File: src/rtl/i2cseq_pkg.sv
package i2cseq_pkg;
   localparam int CW_BUS   = 0;
   localparam int CW_INT   = 1;
   localparam int CW_ACK   = 2;
   localparam int CW_START = 3;
   localparam int CW_STOP  = 4;

   localparam logic [7:0] ST_START   = 8'h08;
   localparam logic [7:0] ST_RSTART  = 8'h10;
   localparam logic [7:0] ST_WA_ACK  = 8'h18;
   localparam logic [7:0] ST_WA_NAK  = 8'h20;
   localparam logic [7:0] ST_WD_ACK  = 8'h28;
   localparam logic [7:0] ST_WD_NAK  = 8'h30;
   localparam logic [7:0] ST_RA_ACK  = 8'h40;
   localparam logic [7:0] ST_RA_NAK  = 8'h48;
   localparam logic [7:0] ST_RD_ACK  = 8'h50;
   localparam logic [7:0] ST_RD_NAK  = 8'h58;
   localparam logic [7:0] ST_WA2_ACK = 8'hD0;
   localparam logic [7:0] ST_RA2_ACK = 8'hE0;

   typedef enum logic [2:0] {RES_OK, RES_NODEV, RES_IOERR, RES_TIMEOUT, RES_LOCKED} result_e;
   typedef enum logic [2:0] {PH_IDLE, PH_START, PH_ADDR1, PH_ADDR2, PH_TXACK, PH_RXDATA} phase_e;
   typedef enum logic [1:0] {SRC_NONE, SRC_ADDR1, SRC_ADDR2, SRC_TX} dsrc_e;

   typedef struct packed {
      dsrc_e   src;
      logic    stop;
      logic    clr_ack;
      logic    take;
      logic    rx;
      logic    dec;
      result_e res;
      phase_e  nxt;
   } step_t;
endpackage

File: src/rtl/i2cseq_addr_fmt.sv
module i2cseq_addr_fmt #(
   parameter bit TEN_EN = 1'b1
) (
   input  logic [9:0] addr_i,
   input  logic       ten_i,
   input  logic       rd_i,
   input  logic       rev_i,
   output logic       ten_o,
   output logic [7:0] first_o,
   output logic [7:0] second_o
);
   logic dir;
   assign dir = rd_i ^ rev_i;

   generate
      if (TEN_EN) begin : g_ten
         assign ten_o    = ten_i;
         assign first_o  = ten_i ? {5'b11110, addr_i[9:8], dir} : {addr_i[6:0], dir};
         assign second_o = addr_i[7:0];
      end else begin : g_seven
         logic [2:0] unused_hi;
         assign unused_hi = {addr_i[9:7] & {3{ten_i}}};
         assign ten_o    = 1'b0;
         assign first_o  = {addr_i[6:0], dir};
         assign second_o = {5'd0, unused_hi} & 8'h00;
      end
   endgenerate
endmodule

File: src/rtl/i2cseq_wdog.sv
module i2cseq_wdog #(
   parameter int TMO_W = 16
) (
   input  logic             clk,
   input  logic             rst_n,
   input  logic             busy_i,
   input  logic             restart_i,
   input  logic [TMO_W-1:0] limit_i,
   output logic             expire_o
);
   logic [TMO_W-1:0] cnt_q;

   assign expire_o = busy_i && !restart_i && (cnt_q == limit_i);

   always_ff @(posedge clk or negedge rst_n) begin
      if (!rst_n)                cnt_q <= '0;
      else if (restart_i)        cnt_q <= '0;
      else if (busy_i) begin
         if (cnt_q == limit_i)   cnt_q <= '0;
         else                    cnt_q <= cnt_q + 1'b1;
      end
   end
endmodule

File: src/rtl/i2cseq_decide.sv
module i2cseq_decide
   import i2cseq_pkg::*;
#(
   parameter int LEN_W = 8
) (
   input  logic [7:0]       status_i,
   input  logic             ten_i,
   input  logic [LEN_W-1:0] left_i,
   input  logic             abort_i,
   input  logic             sent_i,
   output step_t            step_o
);
   logic wr_path, rd_path;

   always_comb begin
      step_o  = '0;
      wr_path = 1'b0;
      rd_path = 1'b0;
      case (status_i)
         ST_START, ST_RSTART: begin
            step_o.src = SRC_ADDR1;
            step_o.nxt = PH_ADDR1;
         end
         ST_WA_ACK: begin
            if (ten_i) begin
               step_o.src = SRC_ADDR2;
               step_o.nxt = PH_ADDR2;
            end else wr_path = 1'b1;
         end
         ST_WA2_ACK, ST_WD_ACK: wr_path = 1'b1;
         ST_RA_ACK: begin
            if (ten_i) begin
               step_o.src = SRC_ADDR2;
               step_o.nxt = PH_ADDR2;
            end else rd_path = 1'b1;
         end
         ST_RA2_ACK: rd_path = 1'b1;
         ST_RD_ACK: begin
            step_o.rx      = 1'b1;
            step_o.dec     = 1'b1;
            step_o.clr_ack = (left_i == LEN_W'(2)) || abort_i;
            step_o.nxt     = PH_RXDATA;
         end
         ST_RD_NAK: begin
            step_o.rx   = 1'b1;
            step_o.stop = 1'b1;
         end
         ST_WA_NAK, ST_WD_NAK, ST_RA_NAK: begin
            step_o.stop = 1'b1;
            step_o.res  = RES_NODEV;
         end
         default: begin
            step_o.stop = 1'b1;
            step_o.res  = RES_IOERR;
         end
      endcase

      if (wr_path) begin
         if ((left_i == '0) || (abort_i && sent_i)) step_o.stop = 1'b1;
         else begin
            step_o.src  = SRC_TX;
            step_o.take = 1'b1;
            step_o.dec  = 1'b1;
            step_o.nxt  = PH_TXACK;
         end
      end
      if (rd_path) begin
         if (left_i == '0) step_o.stop = 1'b1;
         else begin
            step_o.clr_ack = (left_i == LEN_W'(1)) || abort_i;
            step_o.nxt     = PH_RXDATA;
         end
      end
   end
endmodule

File: src/rtl/i2c_msg_seq.sv
module i2c_msg_seq
   import i2cseq_pkg::*;
#(
   parameter int LEN_W  = 8,
   parameter int TMO_W  = 16,
   parameter bit TEN_EN = 1'b1
) (
   input  logic             clk,
   input  logic             rst_n,
   input  logic             start_i,
   input  logic [9:0]       addr_i,
   input  logic             ten_i,
   input  logic             rd_i,
   input  logic             rev_i,
   input  logic             nostart_i,
   input  logic [LEN_W-1:0] len_i,
   input  logic [TMO_W-1:0] tmo_limit_i,
   input  logic [7:0]       tx_data_i,
   output logic             tx_take_o,
   output logic             rx_valid_o,
   output logic [7:0]       rx_data_o,
   output logic             busy_o,
   output logic             done_o,
   output logic [2:0]       result_o,
   input  logic             evt_i,
   input  logic [7:0]       status_i,
   input  logic [7:0]       core_rdata_i,
   output logic             ctl_we_o,
   output logic [7:0]       ctl_word_o,
   output logic             dat_we_o,
   output logic [7:0]       dat_o
);
   localparam logic [7:0] W_BUS   = 8'(1) << CW_BUS;
   localparam logic [7:0] W_INT   = 8'(1) << CW_INT;
   localparam logic [7:0] W_ACK   = 8'(1) << CW_ACK;
   localparam logic [7:0] W_START = 8'(1) << CW_START;
   localparam logic [7:0] W_STOP  = 8'(1) << CW_STOP;

   generate
      if (LEN_W < 2) begin : g_bad_len
         $error("i2c_msg_seq: LEN_W must be at least 2");
      end
      if (TMO_W < 2) begin : g_bad_tmo
         $error("i2c_msg_seq: TMO_W must be at least 2");
      end
   endgenerate

   phase_e           phase_q;
   logic [9:0]       addr_q;
   logic             ten_q, rd_q, rev_q;
   logic [LEN_W-1:0] left_q;
   logic             ack_q, sent_q, abort_q;
   logic             ten_eff;
   logic [7:0]       addr1, addr2;
   step_t            step;
   logic             take_start, take_evt, expire, ack_nx;

   assign busy_o     = (phase_q != PH_IDLE);
   assign take_start = start_i && !busy_o;
   assign take_evt   = evt_i && busy_o;
   assign ack_nx     = ack_q && !step.clr_ack;

   i2cseq_addr_fmt #(.TEN_EN(TEN_EN)) i_fmt (
      .addr_i(addr_q), .ten_i(ten_q), .rd_i(rd_q), .rev_i(rev_q),
      .ten_o(ten_eff), .first_o(addr1), .second_o(addr2));

   i2cseq_decide #(.LEN_W(LEN_W)) i_decide (
      .status_i(status_i), .ten_i(ten_eff), .left_i(left_q),
      .abort_i(abort_q), .sent_i(sent_q), .step_o(step));

   i2cseq_wdog #(.TMO_W(TMO_W)) i_wdog (
      .clk(clk), .rst_n(rst_n), .busy_i(busy_o),
      .restart_i(take_start || take_evt), .limit_i(tmo_limit_i),
      .expire_o(expire));

   always_ff @(posedge clk or negedge rst_n) begin
      if (!rst_n) begin
         phase_q <= PH_IDLE;
         addr_q <= '0; ten_q <= 1'b0; rd_q <= 1'b0; rev_q <= 1'b0;
         left_q <= '0; ack_q <= 1'b0; sent_q <= 1'b0; abort_q <= 1'b0;
         tx_take_o <= 1'b0; rx_valid_o <= 1'b0; rx_data_o <= '0;
         done_o <= 1'b0; result_o <= '0;
         ctl_we_o <= 1'b0; ctl_word_o <= '0; dat_we_o <= 1'b0; dat_o <= '0;
      end else begin
         tx_take_o  <= 1'b0;
         rx_valid_o <= 1'b0;
         done_o     <= 1'b0;
         ctl_we_o   <= 1'b0;
         dat_we_o   <= 1'b0;
         if (take_start) begin
            addr_q <= addr_i; ten_q <= ten_i; rd_q <= rd_i; rev_q <= rev_i;
            ack_q <= 1'b1; abort_q <= 1'b0;
            left_q <= len_i; sent_q <= 1'b0;
            ctl_we_o <= 1'b1;
            if (!nostart_i) begin
               ctl_word_o <= W_BUS | W_INT | W_ACK | W_START;
               phase_q    <= PH_START;
            end else if (rd_i) begin
               ctl_word_o <= W_BUS | W_INT | W_ACK;
               phase_q    <= PH_RXDATA;
            end else begin
               ctl_word_o <= W_BUS | W_INT | W_ACK;
               dat_we_o   <= 1'b1;
               dat_o      <= tx_data_i;
               tx_take_o  <= 1'b1;
               left_q     <= len_i - 1'b1;
               sent_q     <= 1'b1;
               phase_q    <= PH_TXACK;
            end
         end else if (evt_i && !busy_o) begin
            ctl_we_o   <= 1'b1;
            ctl_word_o <= W_BUS | W_STOP;
         end else if (take_evt) begin
            ack_q    <= ack_nx;
            ctl_we_o <= 1'b1;
            if (step.dec) left_q <= left_q - 1'b1;
            if (step.take) begin
               sent_q    <= 1'b1;
               tx_take_o <= 1'b1;
            end
            if (step.rx) begin
               rx_valid_o <= 1'b1;
               rx_data_o  <= core_rdata_i;
            end
            if (step.src != SRC_NONE) begin
               dat_we_o <= 1'b1;
               case (step.src)
                  SRC_ADDR1: dat_o <= addr1;
                  SRC_ADDR2: dat_o <= addr2;
                  default:   dat_o <= tx_data_i;
               endcase
            end
            if (step.stop) begin
               ctl_word_o <= W_BUS | W_STOP | (ack_nx ? W_ACK : 8'h00);
               done_o     <= 1'b1;
               result_o   <= ((step.res == RES_OK) && abort_q) ? RES_TIMEOUT : step.res;
               phase_q    <= PH_IDLE;
            end else begin
               ctl_word_o <= W_BUS | W_INT | (ack_nx ? W_ACK : 8'h00);
               phase_q    <= step.nxt;
            end
         end else if (expire) begin
            if (!abort_q) abort_q <= 1'b1;
            else begin
               phase_q  <= PH_IDLE;
               done_o   <= 1'b1;
               result_o <= RES_LOCKED;
            end
         end
      end
   end

   assert_done_stop_R8: assert property (@(posedge clk) disable iff (!rst_n)
      (done_o && result_o != 3'(RES_LOCKED)) |-> (ctl_we_o && ctl_word_o[CW_STOP] && !ctl_word_o[CW_INT]));
   assert_done_idle_R8: assert property (@(posedge clk) disable iff (!rst_n)
      done_o |-> !busy_o);
   assert_locked_quiet_R12: assert property (@(posedge clk) disable iff (!rst_n)
      (done_o && result_o == 3'(RES_LOCKED)) |-> !ctl_we_o);
   assert_take_has_data_R4: assert property (@(posedge clk) disable iff (!rst_n)
      tx_take_o |-> dat_we_o);
   assert_rx_no_tx_R5: assert property (@(posedge clk) disable iff (!rst_n)
      rx_valid_o |-> !dat_we_o);
   assert_start_stop_excl_R3: assert property (@(posedge clk) disable iff (!rst_n)
      ctl_we_o |-> !(ctl_word_o[CW_START] && ctl_word_o[CW_STOP]));
   assert_idle_evt_R10: assert property (@(posedge clk) disable iff (!rst_n)
      (!busy_o && evt_i && !start_i) |=> (ctl_we_o && ctl_word_o == (W_BUS | W_STOP) && !done_o));
   assert_busy_start_ignored_R13: assert property (@(posedge clk) disable iff (!rst_n)
      (busy_o && start_i && !evt_i) |=> !ctl_we_o);
endmodule

File: config.mk
export PLATFORM = sky130hd
export DESIGN_NAME = i2c_msg_seq
export DESIGN_NICKNAME = d
export VERILOG_FILES = /design/src/rtl/i2cseq_pkg.sv /design/src/rtl/i2cseq_addr_fmt.sv /design/src/rtl/i2cseq_wdog.sv /design/src/rtl/i2cseq_decide.sv /design/src/rtl/i2c_msg_seq.sv
export SDC_FILE = /design/constraint.sdc
export NUM_CORES = 1
export LEC_CHECK = 0
export BUFFER_PORTS_ARGS = -buffer_cell sky130_fd_sc_hd__buf_4
export CAP_MARGIN = 10
export CORE_UTILIZATION = 54
export DETAILED_ROUTE_END_ITERATION = 6
export PLACE_DENSITY = 0.92
export SLEW_MARGIN = 20
export SYNTH_ARGS = -nofsm -noshare
export SYNTH_HDL_FRONTEND = slang
export SYNTH_SLANG_ARGS = --single-unit
File: constraint.sdc
create_clock -name clk -period 3.5 [get_ports clk]
set_clock_uncertainty 0.15 [all_clocks]
set_input_delay 0.525 -clock clk [delete_from_list [all_inputs] [get_ports clk]]
set_output_delay 0.525 -clock clk [all_outputs]
set_load 0.1 [all_outputs]
==> out/qor.txt, run 1 <==
Outcome - finished clean
RSZ-0062 raised after global routing - no
Vias post-DR - 3,800
Max VDD drop - 0.315 mV
Num rows - 31
Initial antenna violation count - 0
Clock-pin slew on the worst setup and hold paths - 0.07 ns
Main combinational cell family by area after synthesis - simple AND/OR/NAND/NOR gates
Top cell type's share of synthesized area - 42.7%
Distinct cells, synth - 62
Worst EP required - 3.58 ns
CTS Sinks - 72
Peak fanout along the critical path - 16
CTS Buf Count - 9
Layout fillers - 545
Xor and xnor area share after synthesis - 7.47%
Util after Layout - 70.1%
Multiplexer share of the synthesized area - 6.84%
Fmax - 0.334 GHz
IO buf count - 95
HP Class - input pin to async pin
Critical Path End Type - register
Die H - 90.4 um
H-tree levels - 3
Antenna diodes - 0
Drt first pass iters - 5
Drt drc - 0
Most frequent cells after synthesis - nand2_1 (87), dfrtp_1 (72), xnor2_1 (28), a21oi_1 (27), o21ai_0 (23)
Setup crit start kind - register
Hold Buf Count CTS - 0
Global-route wire length before repair - 17,100 um
Post_cts resized - 0
Post CTS Setup Buffer Count - 0
Clock Latency Late Sink - 0.35 ns
Yosys warns - 0
CORE AREA - 7410 um^2
Launch point of the worst reg-to-reg path - left_q[0]$_DFFE_PN0P_
Number of global-route vias before repair - 3,701
Post-DP HPWL - 7650 um
Initial core utilization - 57.0%
Clock Tree Buf Depth - 2
Pleak - 2.37 nW
Layout cells sized above 1 - 25.4%
Final Worst Setup Slack - 0.508 ns
RePlAce Congestion - 0.885
Final hold violations - 0
Top FF cell, synth - dfrtp_1
Pre-CTS setup slack - 0.527 ns
Area growth syn-to-layout - 23.0%
DRT antenna net count - 0
Average size of a mapped cell - 9.12 um^2
Maxcap violations - 0
Die width - 90.4 um
Nets - 626
Adder-Cell Fraction of Synth Area - 2.90%
CP arrival - 3.07 ns
Die area - 8180 um^2
Placed insts - 639
PwrDens - 726 nW/um^2
Simple-gate area share of the yosys netlist - 20.3%
WL final - 10,500 um
Synth async-reset ratio - 100%
Vias per inst - 5.80
I/O pin total - 99
Mapped Cells - 463
Largest net degree at the start of global routing - 73
Most numerous cell in the Yosys netlist - nand2_1
TritonCTS clock tree - yes
Final Setup Violations - 0
R2R setup slack - 0.51 ns
Gr usage total - 26.3%
Worst slew pin tran - 1.08 ns
Post-Layout Cell Count - 655
Syn Std Cell Area - 4220 um^2
Initial DRC Count - 219
Largest cells by area after synthesis - dfrtp_1 (43%), nand2_1 (7.7%), xnor2_1 (5.8%), mux2_2 (4.0%), a21oi_1 (3.2%)
Reg2reg end - dat_o[2]$_DFFE_PN0P_
Pins Over Slew Limit - 0
Number of synthesized flops with an enable pin - 0
Crit share post-route - 85.5%
Yosys reg bits - 72
Slew margin rel. - 27.8%
Total Neg Setup Slack - 0 ns
Worst Reg-to-Reg Cells - 11
Clock root cell - clkbuf_8
Crit Path Class - register to register
Cell taking the most area after synthesis - dfrtp_1
Sequential share of the synthesized area - 42.7%
Fin crit period - 2.99 ns
Total gr overflow - 0
DR WL/cell - 16.1 um
Complex-gate fraction of the synthesized area - 15.3%
report_power, final:
part	total [mW]	internal, mW	switching [mW]
sequential	1.27	1.07	0.205
clock	0.732	0.405	0.327
combinational	1.77	0.488	1.28
worst max-delay path by stage:
stage	startpoint	end	slack [ns]	cells past startpoint
CTS	left_q[0]$_DFFE_PN0P_	dat_o[2]$_DFFE_PN0P_	0.53	10
floorplan	status_i[4]	dat_o[2]$_DFFE_PN0P_	0.83	10
global placement	status_i[1]	dat_o[2]$_DFFE_PN0P_	0.70	9
global route	left_q[0]$_DFFE_PN0P_	dat_o[2]$_DFFE_PN0P_	0.26	11
finish	left_q[0]$_DFFE_PN0P_	dat_o[2]$_DFFE_PN0P_	0.51	11
detailed placement	status_i[4]	dat_o[2]$_DFFE_PN0P_	0.53	10
flip-flops by register name (all words and copies together) (netlist names):
register,count
sent_q,1
addr_q,10
abort_q,1
rd_q,1
rx_data_o,8
rx_valid_o,1
done_o,1
result_o,3
i_wdog.cnt_q,16
ack_q,1
ctl_word_o,5
ten_q,1
left_q,8
dat_we_o,1
tx_take_o,1
dat_o,8
ctl_we_o,1
rev_q,1
phase_q,3
placed cells by master (no fill, tap or decap), types with 4 or more instances in the layout:
master    instances
xnor2_1          28
nor3_2            4
a21oi_1          27
mux2i_1          12
or3_1             4
nand3_1          12
dfrtp_1          72
mux2_2           15
buf_4            97
nor3_1            8
nor2_1           16
inv_1            19
a22o_1            7
nand2b_1          4
o21ai_0          23
o21ai_1           4
nand2_1          87
nor2b_1           5
nor3b_1           4
clkbuf_8          9
xor2_1            8
a21o_1            7
and3_1            8
ha_1              9
nand4_1           5
per-stage QoR:
stage	power, mW	area [um^2]	hold WS, ns
4_1_cts	3.77	5190	0.186
2_1_floorplan	2.58	4230	0.0794
6_report	3.77	5190	0.151
3_3_place_gp	2.97	4970	0.308
5_1_grt	3.93	5190	0.210
3_5_place_dp	3.04	4970	0.309
layer usage:
layer  share of wire, %  global-route usage [%]  wire length, um
met5                  0                       0                0
met4                3.6                    14.1              378
met3                5.7                    4.88              596
met2                 50                    45.0             5270
met1                 41                    31.3             4280
kinds of logic (layout without fill, tap and decap cells):
| family | Yosys count | in the layout |
|---|---|---|
| buffers and inverters | 43 | 134 |
| xor gates and xnor gates | 36 | 36 |
| other | 1 | 3 |
| muxes | 27 | 27 |
| adders and majority gates | 10 | 10 |
| AOI/OAI and AO/OA | 100 | 100 |
| and+or+nand+nor | 174 | 174 |
| DFF | 72 | 72 |
critical path, stage by stage, from the launching register on:
cell and delay (ns):
dfrtp_1 0.41, inv_1 0.10, ha_1 0.23, nor3b_1 0.16, a22o_1 0.23, nor3b_1 0.31
a31oi_1 0.14, ha_1 0.33, nand2_1 0.26, nand2_1 0.15, o21ai_0 0.09, mux2_2 0.30
layout make-up:
cell class	instances	area [um^2]	share of cell area, %
clock inverter	6	92.6	1.78
inverter	21	78.8	1.52
timing repair buffer	97	728	14.0
clock buffer	10	128	2.46
tap	99	124	2.38
sequential	72	1800	34.7
multi-input combinational	350	2240	43.2
(Power assumes the default switching activity.)
==> inputs of run 2 (changes only) <==
--- a/config.mk
+++ b/config.mk
@@ -7,10 +7,11 @@
 export LEC_CHECK = 0
 export BUFFER_PORTS_ARGS = -buffer_cell sky130_fd_sc_hd__buf_4
 export CAP_MARGIN = 10
-export CORE_UTILIZATION = 54
+export CORE_UTILIZATION = 55
 export DETAILED_ROUTE_END_ITERATION = 6
-export PLACE_DENSITY = 0.92
+export PLACE_DENSITY = 0.93
 export SLEW_MARGIN = 20
 export SYNTH_ARGS = -nofsm -noshare
 export SYNTH_HDL_FRONTEND = slang
+export SYNTH_HIERARCHICAL = 1
 export SYNTH_SLANG_ARGS = --single-unit
==> run 2 against run 1 <==
Net effect: setup slack lost 0.19 ns; area after synthesis rose by 8.3%; final cell count rose by 2.3%; fmax is 5.9% lower; critical endpoint is now result_o[1]$_DFFE_PN0P_; largest power group unchanged.
==> out/qor.txt, run 2 <==
Outcome - finished clean
Initial core utilization - 58.0%
Commonest cells after routing, fill and taps aside - buf_4 (100), dfrtp_1 (72), nand2_1 (65), nor2_1 (28), a21oi_1 (26)
Crit Path Class - register to register
Final Setup Violations - 0
Gr usage total - 27.3%
Cell taking the most area after synthesis - dfrtp_1
Peak fanout along the critical path - 12
Post_cts resized - 0
Final hold violations - 0
Worst EP required - 3.63 ns
DR WL/cell - 16.5 um
Yosys reg bits - 72
Top cell type's share of synthesized area - 39.4%
Global-route wire length before repair - 18,400 um
H-tree levels - 3
Most frequent cells after synthesis - dfrtp_1 (72), nand2_1 (65), nor2_1 (28), a21oi_1 (26), mux2_2 (20)
Critical Path End Type - register
Setup crit start kind - register
Mapped Cells - 487
DRT antenna net count - 0
I/O pin total - 99
Worst slew pin tran - 0.911 ns
Slew margin rel. - 39.3%
Post CTS Setup Buffer Count - 0
Synth async-reset ratio - 100%
Total Neg Setup Slack - 0 ns
Hold Buf Count CTS - 0
Crit share post-route - 90.9%
Syn Std Cell Area - 4570 um^2
Initial DRC Count - 263
Nets - 635
Clock Tree Buf Depth - 2
Vias per inst - 5.89
Top FF cell, synth - dfrtp_1
IO buf count - 95
Reg with most FFs - i_wdog/cnt_q
Initial antenna violation count - 0
Die H - 93.2 um
Clock root cell - clkbuf_8
Largest cells by area after synthesis - dfrtp_1 (39%), nand2_1 (5.3%), mux2_2 (4.9%), xor2_1 (3.6%), a21oi_1 (2.8%)
Fmax - 0.314 GHz
Number of global-route vias before repair - 3,868
Clock-pin slew on the worst setup and hold paths - 0.07 ns
Maxcap violations - 0
Max VDD drop - 0.547 mV
Area growth syn-to-layout - 18.0%
Largest net degree at the start of global routing - 73
HP Class - input pin to async pin
Top flop regs - i_wdog/cnt_q: 16 flops, addr_q: 10 flops
Post-DP HPWL - 7950 um
CTS Sinks - 72
WL final - 11,100 um
Die width - 93.2 um
Final Worst Setup Slack - 0.320 ns
CTS Buf Count - 9
RePlAce Congestion - 0.877
CP arrival - 3.31 ns
Yosys warns - 6
Most common cell after layout, fill and taps aside - buf_4
Die area - 8680 um^2
Average size of a mapped cell - 9.39 um^2
Drt drc - 0
Clock Latency Late Sink - 0.36 ns
Sequential share of the synthesized area - 39.4%
Fin crit period - 3.18 ns
Pre-CTS setup slack - 0.269 ns
Pins Over Slew Limit - 0
Num rows - 32
TritonCTS clock tree - yes
Max FFs per register - 16
Vias post-DR - 3,948
Layout cells sized above 1 - 29.9%
Most numerous cell in the Yosys netlist - dfrtp_1
Total gr overflow - 0
Distinct cells, synth - 69
Pleak - 2.44 nW
PwrDens - 711 nW/um^2
Post-layout instance area - 5400 um^2
RSZ-0062 raised after global routing - no
Drt first pass iters - 5
Placed cell area - 5230 um^2
CORE AREA - 7890 um^2
Worst Hold Slack - 0.142 ns
Antenna diodes - 0
Number of synthesized flops with an enable pin - 0
-- run 2: cell count changes after synthesis, sizes merged, moves of 6 or more --
cell / delta
a21o: -6
a31oi: +7
mux2i: -8
xnor2: -19
a22oi: +8
o21ai: -16
nand2: -21
xor2: +11
nor2: +11
nand2b: +9
o311ai: +8
buf: +17
or2: +9
-- run 2: final timing paths --
kind                                      startpoint                         to  depth (start not counted)  slack, ns
max reg2reg                   phase_q[0]$_DFFE_PN0P_    result_o[1]$_DFFE_PN0P_                          7       0.32
min in group clk                           addr_i[6]      addr_q[6]$_DFFE_PN0P_                          3       0.21
max in group asynchronous                      rst_n      left_q[1]$_DFFE_PN0P_                          1       2.46
max                           phase_q[0]$_DFFE_PN0P_    result_o[1]$_DFFE_PN0P_                          7       0.32
min                                            rst_n         ctl_we_o$_DFF_PN0_                          1       0.14
min reg2reg                ctl_word_o[0]$_DFFE_PN0P_  ctl_word_o[0]$_DFFE_PN0P_                          1       0.32
-- run 2: report_power, final --
part	total (mW)	internal [mW]	switching [mW]
registers	1.30	1.08	0.225
clock network	0.575	0.253	0.322
logic	1.96	0.549	1.41
-- run 2: cells by family after synthesis --
family	share of synthesized area [%]
mux	5.80
simple gates	24.4
compound gates	16.9
buf+inv	6.27
fa+ha+maj	1.64
xor+xnor	5.36
flops	39.4
other cells	0.164
-- run 2: cell type report --
| class | instances | area (um^2) |
|---|---|---|
| inverters | 16 | 60.1 |
| clock buffers | 10 | 128 |
| multi-input cells | 364 | 2490 |
| flip-flops and latches | 72 | 1800 |
| clock inverters | 6 | 36.3 |
| repair buffers | 100 | 751 |
| fillers | 618 | 2490 |
| well taps | 102 | 128 |
-- run 2: worst max-delay path, stage by stage, from the launching register on --
cell	delay [ns]
dfrtp_1	0.44
o31ai_1	0.78
nand2_1	0.54
nor3b_1	0.34
nor2b_1	0.29
a32o_1	0.34
o211ai_1	0.12
o21ai_0	0.10
-- run 2: per-layer routing --
| layer | routed length, um | share of wire, % | vias to the layer above | global-route usage, % |
|---|---|---|---|---|
| li1 | - | - | 1879 | - |
| met1 | 4570 | 41 | 1872 | 34.5 |
| met2 | 5540 | 50 | 168 | 45.9 |
| met3 | 592 | 5.3 | 29 | 3.58 |
| met4 | 363 | 3.3 | 0 | 13.7 |
| met5 | 0 | 0 | - | 0 |
-- run 2: metrics by stage --
step | cells | utilization, % | power (mW)
finish | 670 | 68.4 | 3.83
global route | 670 | 68.4 | 4.03
CTS | 670 | 68.4 | 3.84
detailed placement | 654 | 66.3 | 3.26
global placement | 654 | 66.3 | 3.18
floorplan | 489 | - | 2.87
